<file path="src/rtl/wab_pkg.sv">
package wab_pkg;
  localparam int MAX_BYTES = 4;
  localparam int TEMP_N = MAX_BYTES - 1;

  typedef enum logic [1:0] {RD_NONE, RD_LIVE0, RD_TEMP} rdSel_e;

  typedef struct packed {
    logic       tempLoad;
    logic [1:0] tempIdx;
    logic       snapshot;
    logic       commit;
    logic [7:0] regIdx;
    logic [1:0] span;
    rdSel_e     rdSel;
  } ctl_t;
endpackage

</file>
<file path="src/rtl/wab_ctrl.sv">
module wab_ctrl #(
  parameter int ADDR_W = 5,
  parameter int NUM_REGS = 3,
  parameter int unsigned REG_BYTES [NUM_REGS] = '{2, 3, 4},
  parameter int TEMP_BASE = 12
) (
  input  logic [ADDR_W-1:0] busAddr,
  input  logic              busWr,
  input  logic              busRd,
  output wab_pkg::ctl_t     ctl
);
  import wab_pkg::*;

  localparam int BYTE_W = $clog2(MAX_BYTES);

  logic [ADDR_W-BYTE_W-1:0] winIdx;
  logic [BYTE_W-1:0]        byteIdx;
  int                       addrInt;

  assign winIdx  = busAddr[ADDR_W-1:BYTE_W];
  assign byteIdx = busAddr[BYTE_W-1:0];
  assign addrInt = int'(busAddr);

  always_comb begin
    ctl = '0;
    ctl.rdSel = RD_NONE;
    if (addrInt >= TEMP_BASE && addrInt < TEMP_BASE + TEMP_N) begin
      ctl.tempIdx  = 2'(addrInt - TEMP_BASE);
      ctl.tempLoad = busWr;
      if (busRd) ctl.rdSel = RD_TEMP;
    end else begin
      for (int k = 0; k < NUM_REGS; k++) begin
        if (int'(winIdx) == k && int'(byteIdx) < int'(REG_BYTES[k])) begin
          ctl.regIdx = 8'(k);
          ctl.span   = 2'(REG_BYTES[k] - 1);
          if (busWr) begin
            if (int'(byteIdx) == int'(REG_BYTES[k]) - 1) ctl.commit = 1'b1;
            else begin
              ctl.tempLoad = 1'b1;
              ctl.tempIdx  = 2'(byteIdx);
            end
          end
          if (busRd) begin
            if (byteIdx == '0) begin
              ctl.snapshot = 1'b1;
              ctl.rdSel    = RD_LIVE0;
            end else begin
              ctl.rdSel   = RD_TEMP;
              ctl.tempIdx = 2'(int'(byteIdx) - 1);
            end
          end
        end
      end
    end
  end
endmodule

</file>
<file path="src/rtl/wab_datapath.sv">
module wab_datapath #(
  parameter int NUM_REGS = 3
) (
  input  logic                    clk,
  input  logic                    rstN,
  input  wab_pkg::ctl_t           ctl,
  input  logic [7:0]              wrData,
  input  logic [NUM_REGS*32-1:0]  liveFlat,
  output logic [7:0]              rdData,
  output logic [31:0]             commitData
);
  import wab_pkg::*;

  logic [7:0]  temp [TEMP_N];
  logic [31:0] liveSel;

  always_comb begin
    liveSel = '0;
    for (int k = 0; k < NUM_REGS; k++)
      if (ctl.regIdx == 8'(k)) liveSel = liveFlat[k*32 +: 32];
  end

  for (genvar j = 0; j < TEMP_N; j++) begin : g_slot
    always_ff @(posedge clk or negedge rstN) begin
      if (!rstN) temp[j] <= '0;
      else if (ctl.tempLoad && ctl.tempIdx == 2'(j)) temp[j] <= wrData;
      else if (ctl.snapshot && j < int'(ctl.span)) temp[j] <= liveSel[8*(j+1) +: 8];
    end

    // a staged byte lands in its own slot
    p_temp_load_r1: assert property (@(posedge clk) disable iff (!rstN)
      (ctl.tempLoad && ctl.tempIdx == 2'(j)) |=> temp[j] == $past(wrData));
  end

  always_comb begin
    commitData = '0;
    for (int b = 0; b < TEMP_N; b++)
      if (b < int'(ctl.span)) commitData[8*b +: 8] = temp[b];
    for (int b = 0; b < MAX_BYTES; b++)
      if (b == int'(ctl.span)) commitData[8*b +: 8] = wrData;
  end

  always_comb begin
    unique case (ctl.rdSel)
      RD_LIVE0: rdData = liveSel[7:0];
      RD_TEMP:  rdData = temp[ctl.tempIdx];
      default:  rdData = '0;
    endcase
  end

  p_snap_low_r3: assert property (@(posedge clk) disable iff (!rstN)
    (ctl.snapshot && ctl.span != 2'd0 && !ctl.tempLoad) |=> temp[0] == $past(liveSel[15:8]));

  p_snap_keep_r5: assert property (@(posedge clk) disable iff (!rstN)
    (ctl.snapshot && ctl.span == 2'd1 && !ctl.tempLoad) |=> temp[TEMP_N-1] == $past(temp[TEMP_N-1]));
endmodule

</file>
<file path="src/rtl/wide_reg_bridge.sv">
module wide_reg_bridge #(
  parameter int ADDR_W = 5,
  parameter int NUM_REGS = 3,
  parameter int unsigned REG_BYTES [NUM_REGS] = '{2, 3, 4}
) (
  input  logic                   clk,
  input  logic                   rstN,
  input  logic [ADDR_W-1:0]      busAddr,
  input  logic [7:0]             busWrData,
  input  logic                   busWr,
  input  logic                   busRd,
  output logic [7:0]             busRdData,
  output logic [NUM_REGS-1:0]    regWrStb,
  output logic [NUM_REGS*32-1:0] regWrData,
  input  logic [NUM_REGS*32-1:0] regRdData
);
  import wab_pkg::*;

  localparam int TEMP_BASE = NUM_REGS * MAX_BYTES;

  ctl_t        ctl;
  logic [31:0] commitData;

  wab_ctrl #(
    .ADDR_W(ADDR_W), .NUM_REGS(NUM_REGS), .REG_BYTES(REG_BYTES), .TEMP_BASE(TEMP_BASE)
  ) u_ctrl (
    .busAddr(busAddr), .busWr(busWr), .busRd(busRd), .ctl(ctl)
  );

  wab_datapath #(.NUM_REGS(NUM_REGS)) u_dp (
    .clk(clk), .rstN(rstN), .ctl(ctl), .wrData(busWrData),
    .liveFlat(regRdData), .rdData(busRdData), .commitData(commitData)
  );

  for (genvar k = 0; k < NUM_REGS; k++) begin : g_port
    assign regWrStb[k]              = ctl.commit && ctl.regIdx == 8'(k);
    assign regWrData[k*32 +: 32]    = commitData;
  end

  p_commit_onehot_r2: assert property (@(posedge clk) disable iff (!rstN)
    $onehot0(regWrStb));

  p_no_early_commit_r1: assert property (@(posedge clk) disable iff (!rstN)
    (busWr && busAddr == '0) |-> regWrStb == '0);

  p_rd_idle_r10: assert property (@(posedge clk) disable iff (!rstN)
    !busRd |-> busRdData == 8'd0);

  p_temp_direct_r6: assert property (@(posedge clk) disable iff (!rstN)
    (busRd && busAddr == ADDR_W'(TEMP_BASE) && $past(busWr && busAddr == ADDR_W'(TEMP_BASE)))
      |-> busRdData == $past(busWrData));
endmodule

</file>
<file path="config.mk">
export PLATFORM = sky130hd
export DESIGN_NAME = wide_reg_bridge
export DESIGN_NICKNAME = d
export VERILOG_FILES = /design/src/rtl/wab_pkg.sv /design/src/rtl/wab_ctrl.sv /design/src/rtl/wab_datapath.sv /design/src/rtl/wide_reg_bridge.sv
export SDC_FILE = /design/constraint.sdc
export NUM_CORES = 1
export LEC_CHECK = 0
export CAP_MARGIN = 0
export CORE_MARGIN = 1
export CORE_UTILIZATION = 40
export DETAILED_ROUTE_END_ITERATION = 8
export PLACE_DENSITY_LB_ADDON = 0.08
export SLEW_MARGIN = 5
export SYNTH_ARGS = -nofsm -noshare
export SYNTH_HDL_FRONTEND = slang
export SYNTH_HIERARCHICAL = 1
export SYNTH_SLANG_ARGS = --single-unit
</file>
<file path="constraint.sdc">
create_clock -name clk -period 7 [get_ports clk]
set_input_delay 1.4 -clock clk [delete_from_list [all_inputs] [get_ports clk]]
set_output_delay 1.4 -clock clk [all_outputs]
set_load 0.005 [all_outputs]
</file>
# Word level (Yosys, flattened, before mapping)
# Cells that the tools add are included.
# totals
register_bits	24
latchBits	0
ram_bits	0
rom_bits	0
input_bits	113
out_inout_bits	107
word_cells	105
n_memories	0
# op_classes
addsub	2
n_mul	0
div	0
magnitude_cmp	8
eq_ne	14
shift	0
muxes	57
bitwise_logic	1
reduce_logical	20
# ops
op	count
two-way mux 8 bit	15
two-way mux 32 bit	3
two-way mux 17 bit	4
two-way mux 3 bit	14
two-way mux 2 bit	9
binary-select mux 8 bit (select 2 bit)	1
case mux 8 bit (2 select lines)	1
logical AND 1 bit	12
two-way mux 12 bit	1
two-way mux 1 bit	9
== test 2 bit (second input constant)	4
== test 8 x 1 -> 1 bit (second input constant)	1
== test 8 x 2 -> 1 bit (second input constant)	1
zero test 8 bit	1
== test 2 x 1 -> 1 bit (second input constant)	3
zero test 2 bit	3
nonzero test 2 bit	3
greater-or-equal comparator 5 x 4 -> 1 bit (second input constant)	1
less-than comparator 5 x 4 -> 1 bit (second input constant)	1
== test 2 bit (first input constant)	2
less-than comparator 1 x 2 -> 1 bit (first input constant)	2
less-than comparator 2 bit (second input constant)	2
subtractor 2 x 1 -> 2 bit (second input constant)	2
== test 3 x 2 -> 1 bit (second input constant)	1
6 further kinds	6

# Logic depth before layout (Yosys ltp)
# Gate-level depths: netlist of run 1.
# depth
ltp_word	28
ltp_mapped	11
ltp_nobuf	8

# Cells and area by module
# The synthesis of run 1 kept the hierarchy.
# by_module_without_submodules
module	n_inst	cells_each	area_each_um2	seq_area_each_um2
wab_datapath	1	315	2481.1	600.6
wide_reg_bridge	1	70	536.8	0.0
wab_ctrl	1	44	357.8	0.0

# Worst setup path after synthesis of run 1
# Ideal clock, no wire load.
# synth_timing
kind	input port to output port
start	in busAddr[1]
end	out regWrData[40]
t_arrival_ns	3.021
required_ns	5.600
slack_ns	2.579
stages	10
path_buffers	5
path_cell_list	buf_6 -> a21oi_1 -> and3_4 -> or2_1 -> buf_6 -> clkbuf_1 -> clkbuf_1 -> nand2_1 -> o21ai_0 -> buf_4
# synth_lines
item	line	text
from (decl)	wide_reg_bridge.sv:8	input logic [ADDR_W-1:0] busAddr,
to (decl)	wide_reg_bridge.sv:14	output logic [NUM_REGS*32-1:0] regWrData,

==> metrics.cfg, run 1 <==
[routing]
drtIter0Drc = 193
ant_nets = 0
avgViaCountPerCell = 5.49
vias = 3643
wl_met3_um = 886
drt-total-wl_um = 11700
highest_layer = met4
drc = 0
drt-met1-wl_um = 5040
dr.pass1.iters = 5
wl_per_cell_um = 17.6
wl_met2_um = 5520

[grt]
grt-ovfl-total = 0
grt_antenna_before_repair = 0
grt_pass1_wl_um = 17600
grt_pass1_vias = 3355
groute.usage.overall_pct = 25.8
grt_max_degree = 39

[pwr]
seqPwrFrac_pct = 34.4
peakVddDrop_v = 0.0000635
p_clk_share_pct = 13.9
p_leak_nw = 1.89
power_mw = 0.561
comb_power_share_pct = 51.7
power_density_nw_per_um2 = 110
power_switching_mw = 0.186
netSwitchingFraction_pct = 33.2
internal_power_mw = 0.375

[finish]
largest_reg_flops = 24
reg.largest.list = u_dp/temp: 24 flops
fin_nets = 675
final_layout_size_suffix_gt1_share_pct = 6.81
antenna_cells = 0
area_delta_synth_final_pct = 51.5
regMostFlops = u_dp/temp

[clock_network]
clockBufferDepth = 2
clock-root-buffer = clkbuf_8
cts.sinks = 24
cts_inserted_buffers = 3
cts_hold_buffers = 0
cts.reportedPaths.clkPinSlew_ns = 0.08
cts_resized = 0
worstSkewPairLatency_ns = 0.26
cts_setup_buffers = 0
htreeDepth = 1
cts_tree = done

[outcome]
status = finished, final reports clean

[yosys]
synthCells = 429
ys.flop_type = dfrtp_1
synth_edf_count = 0
synthSimpleGateAreaFrac_pct = 22.6
ys_ff_latch = 24
yosysSeqAreaShare_pct = 17.8
syn_area_per_cell_um2 = 7.87
synth.yosys.warnings = 6
syn_area_um2 = 3380
synth-compound-area-share_pct = 29.7
ys_async_sr_fraction_pct = 100
synth-adder-area-share_pct = 0.741
synth_top_family_by_area = compound AO/OA/AOI/OAI gates
synth_mux_area_share_pct = 7.41
synth_xor_xnor_area_share_pct = 0
netlist-cell-type-count = 56

[place]
io_buffers = 219
dp_hpwl_um = 9540
globalplace.congestion = 0.991

[timing]
worst_pin_slew_ns = 1.02
setup_viol = 0
rsz0062_at_grt = no
fin_worst_skew_ns = 0
slew_headroom_pct = 31.7
hold_violations = 0
finalMaxSlewViolations = 0
fin_crit_sh_pct = 87.1
fin_crit_ns = 6.10
fmax_ghz = 0.164
tns_ns = 0

[floorplanning]
start_util_pct = 41.3
core-area_um2 = 8180
fp.dieW_um = 93.9
io_pins = 220
fp.dieH_um = 93.9
die-area_um2 = 8810
rows = 33

[critical_path]
worst_ep_required_time_ns = 5.60
path_class = in -> out
crit_arrival_ns = 4.70
setup.worst_path.end_class = primary output
start_kind = input port
worstPathMaxFanout = 17

[min_path]
hp-class = reg -> reg

[run]
maxCapViolCount = 0

## cells by family (layout without fill, tap and decap cells)
family / count (synthesis) / after routing
AND/OR/NAND/NOR: 136 / 136
AO/OA/AOI/OAI: 134 / 134
buffers and inverters: 108 / 232
multiplexers: 24 / 24
flip-flops: 24 / 24
adder cells (fa/ha/maj): 2 / 2
other: 1 / 6
## stage by stage
stage / hold WS [ns] / setup WS (ns) / area, um^2 / util, % / std cells
finish: 0.526 / 0.903 / 5110 / 62.6 / 663
global route: 0.552 / 0.613 / 5110 / 62.6 / 663
CTS: 0.528 / 0.922 / 5110 / 62.6 / 663
detailed placement: 0.510 / 0.941 / 5070 / 62.1 / 660
global placement: 0.508 / 1.07 / 5070 / 62.1 / 660
floorplan: 0.478 / 2.58 / 3390 / - / 434
## cell usage after synthesis, types with 2 or more instances
| cell | count | area [um^2] |
|---|---|---|
| a21oi_1 | 15 | 75.1 |
| a22o_1 | 3 | 26.3 |
| a22oi_1 | 16 | 120 |
| a31oi_1 | 8 | 50.1 |
| and2b_1 | 2 | 15.0 |
| and3_1 | 17 | 106 |
| and3b_1 | 4 | 35.0 |
| buf_1 | 5 | 18.8 |
| buf_2 | 6 | 30.0 |
| buf_4 | 74 | 556 |
| buf_6 | 4 | 45.0 |
| clkbuf_1 | 13 | 48.8 |
| dfrtp_1 | 24 | 601 |
| ha_1 | 2 | 25.0 |
| inv_1 | 3 | 11.3 |
| mux2_2 | 8 | 90.1 |
| mux2i_1 | 16 | 160 |
| nand2_1 | 37 | 139 |
| nand2b_1 | 2 | 12.5 |
| nand3_1 | 2 | 10.0 |
| nor2_1 | 34 | 128 |
| nor2b_1 | 12 | 75.1 |
| nor3_1 | 2 | 10.0 |
| nor3b_2 | 2 | 25.0 |
| nor4_1 | 3 | 18.8 |
| nor4b_2 | 2 | 30.0 |
| o211ai_1 | 24 | 180 |
| o21ai_0 | 18 | 90.1 |
| o21ai_1 | 5 | 25.0 |
| o2bb2ai_1 | 39 | 342 |
| or3_1 | 2 | 12.5 |
## routing by layer
layer  track usage, %  up-vias
li1                 -     1753
met1             34.1     1670
met2             43.9      205
met3             3.56       15
met4             6.41        0
met5                0        -
## power by group through the flow
stage	logic, mW	registers [mW]	clock network, mW
finish	0.290	0.193	0.0781
global route	0.316	0.195	0.0864
CTS	0.291	0.192	0.0794
detailed placement	0.290	0.194	0
global placement	0.286	0.196	0
floorplan	0.153	0.182	0
## worst paths after layout
path                            cells past startpoint       endpoint     startpoint  slack [ns]
worst min-delay path                                2  u_dp/temp[18]  u_dp/temp[18]        0.53
worst max register to register                      2   u_dp/temp[3]   u_dp/temp[3]        6.16
worst max-delay path                                9   busRdData[6]     busAddr[2]        0.90
max in group asynchronous                           1  u_dp/temp[10]           rstN        4.69
min in group asynchronous                           1  u_dp/temp[17]           rstN        1.69
worst min register to register                      2  u_dp/temp[18]  u_dp/temp[18]        0.53
## cell usage in the layout, fill, tap and decap left out, drive strengths merged, types with 8 or more instances in the layout
cell type / instances
clkdlybuf4s50: 219
a21oi: 15
mux2: 8
nor2b: 13
nor2: 35
and3: 18
o211ai: 24
a22oi: 16
o21ai: 23
dfrtp: 24
o2bb2ai: 39
mux2i: 16
a31oi: 8
nand2: 38
## critical path, cell delays in order
cell	delay [ns]
clkdlybuf4s50_1	0.72
nor2b_1	0.27
nand2_1	0.12
a2111oi_4	0.86
nor2b_1	0.47
o2bb2ai_1	0.25
nand2_1	0.09
a21oi_1	0.06
clkdlybuf4s50_1	0.45
## layout make-up
class | instances | area (um^2)
timing repair buffer | 225 | 2240
sequential | 24 | 601
tap | 105 | 131
clock buffer | 3 | 41.3
inverter | 4 | 15.0
multi-input combinational | 302 | 2090
fill | 751 | 3060
Power figures use the tool's default switching activity.
==> inputs of run 2 (changes only) <==
Settings changed: SETUP_SLACK_MARGIN from default to 0.02.
==> results of run 2 <==
Final layout, timing and power as in run 1 (identical DEF).
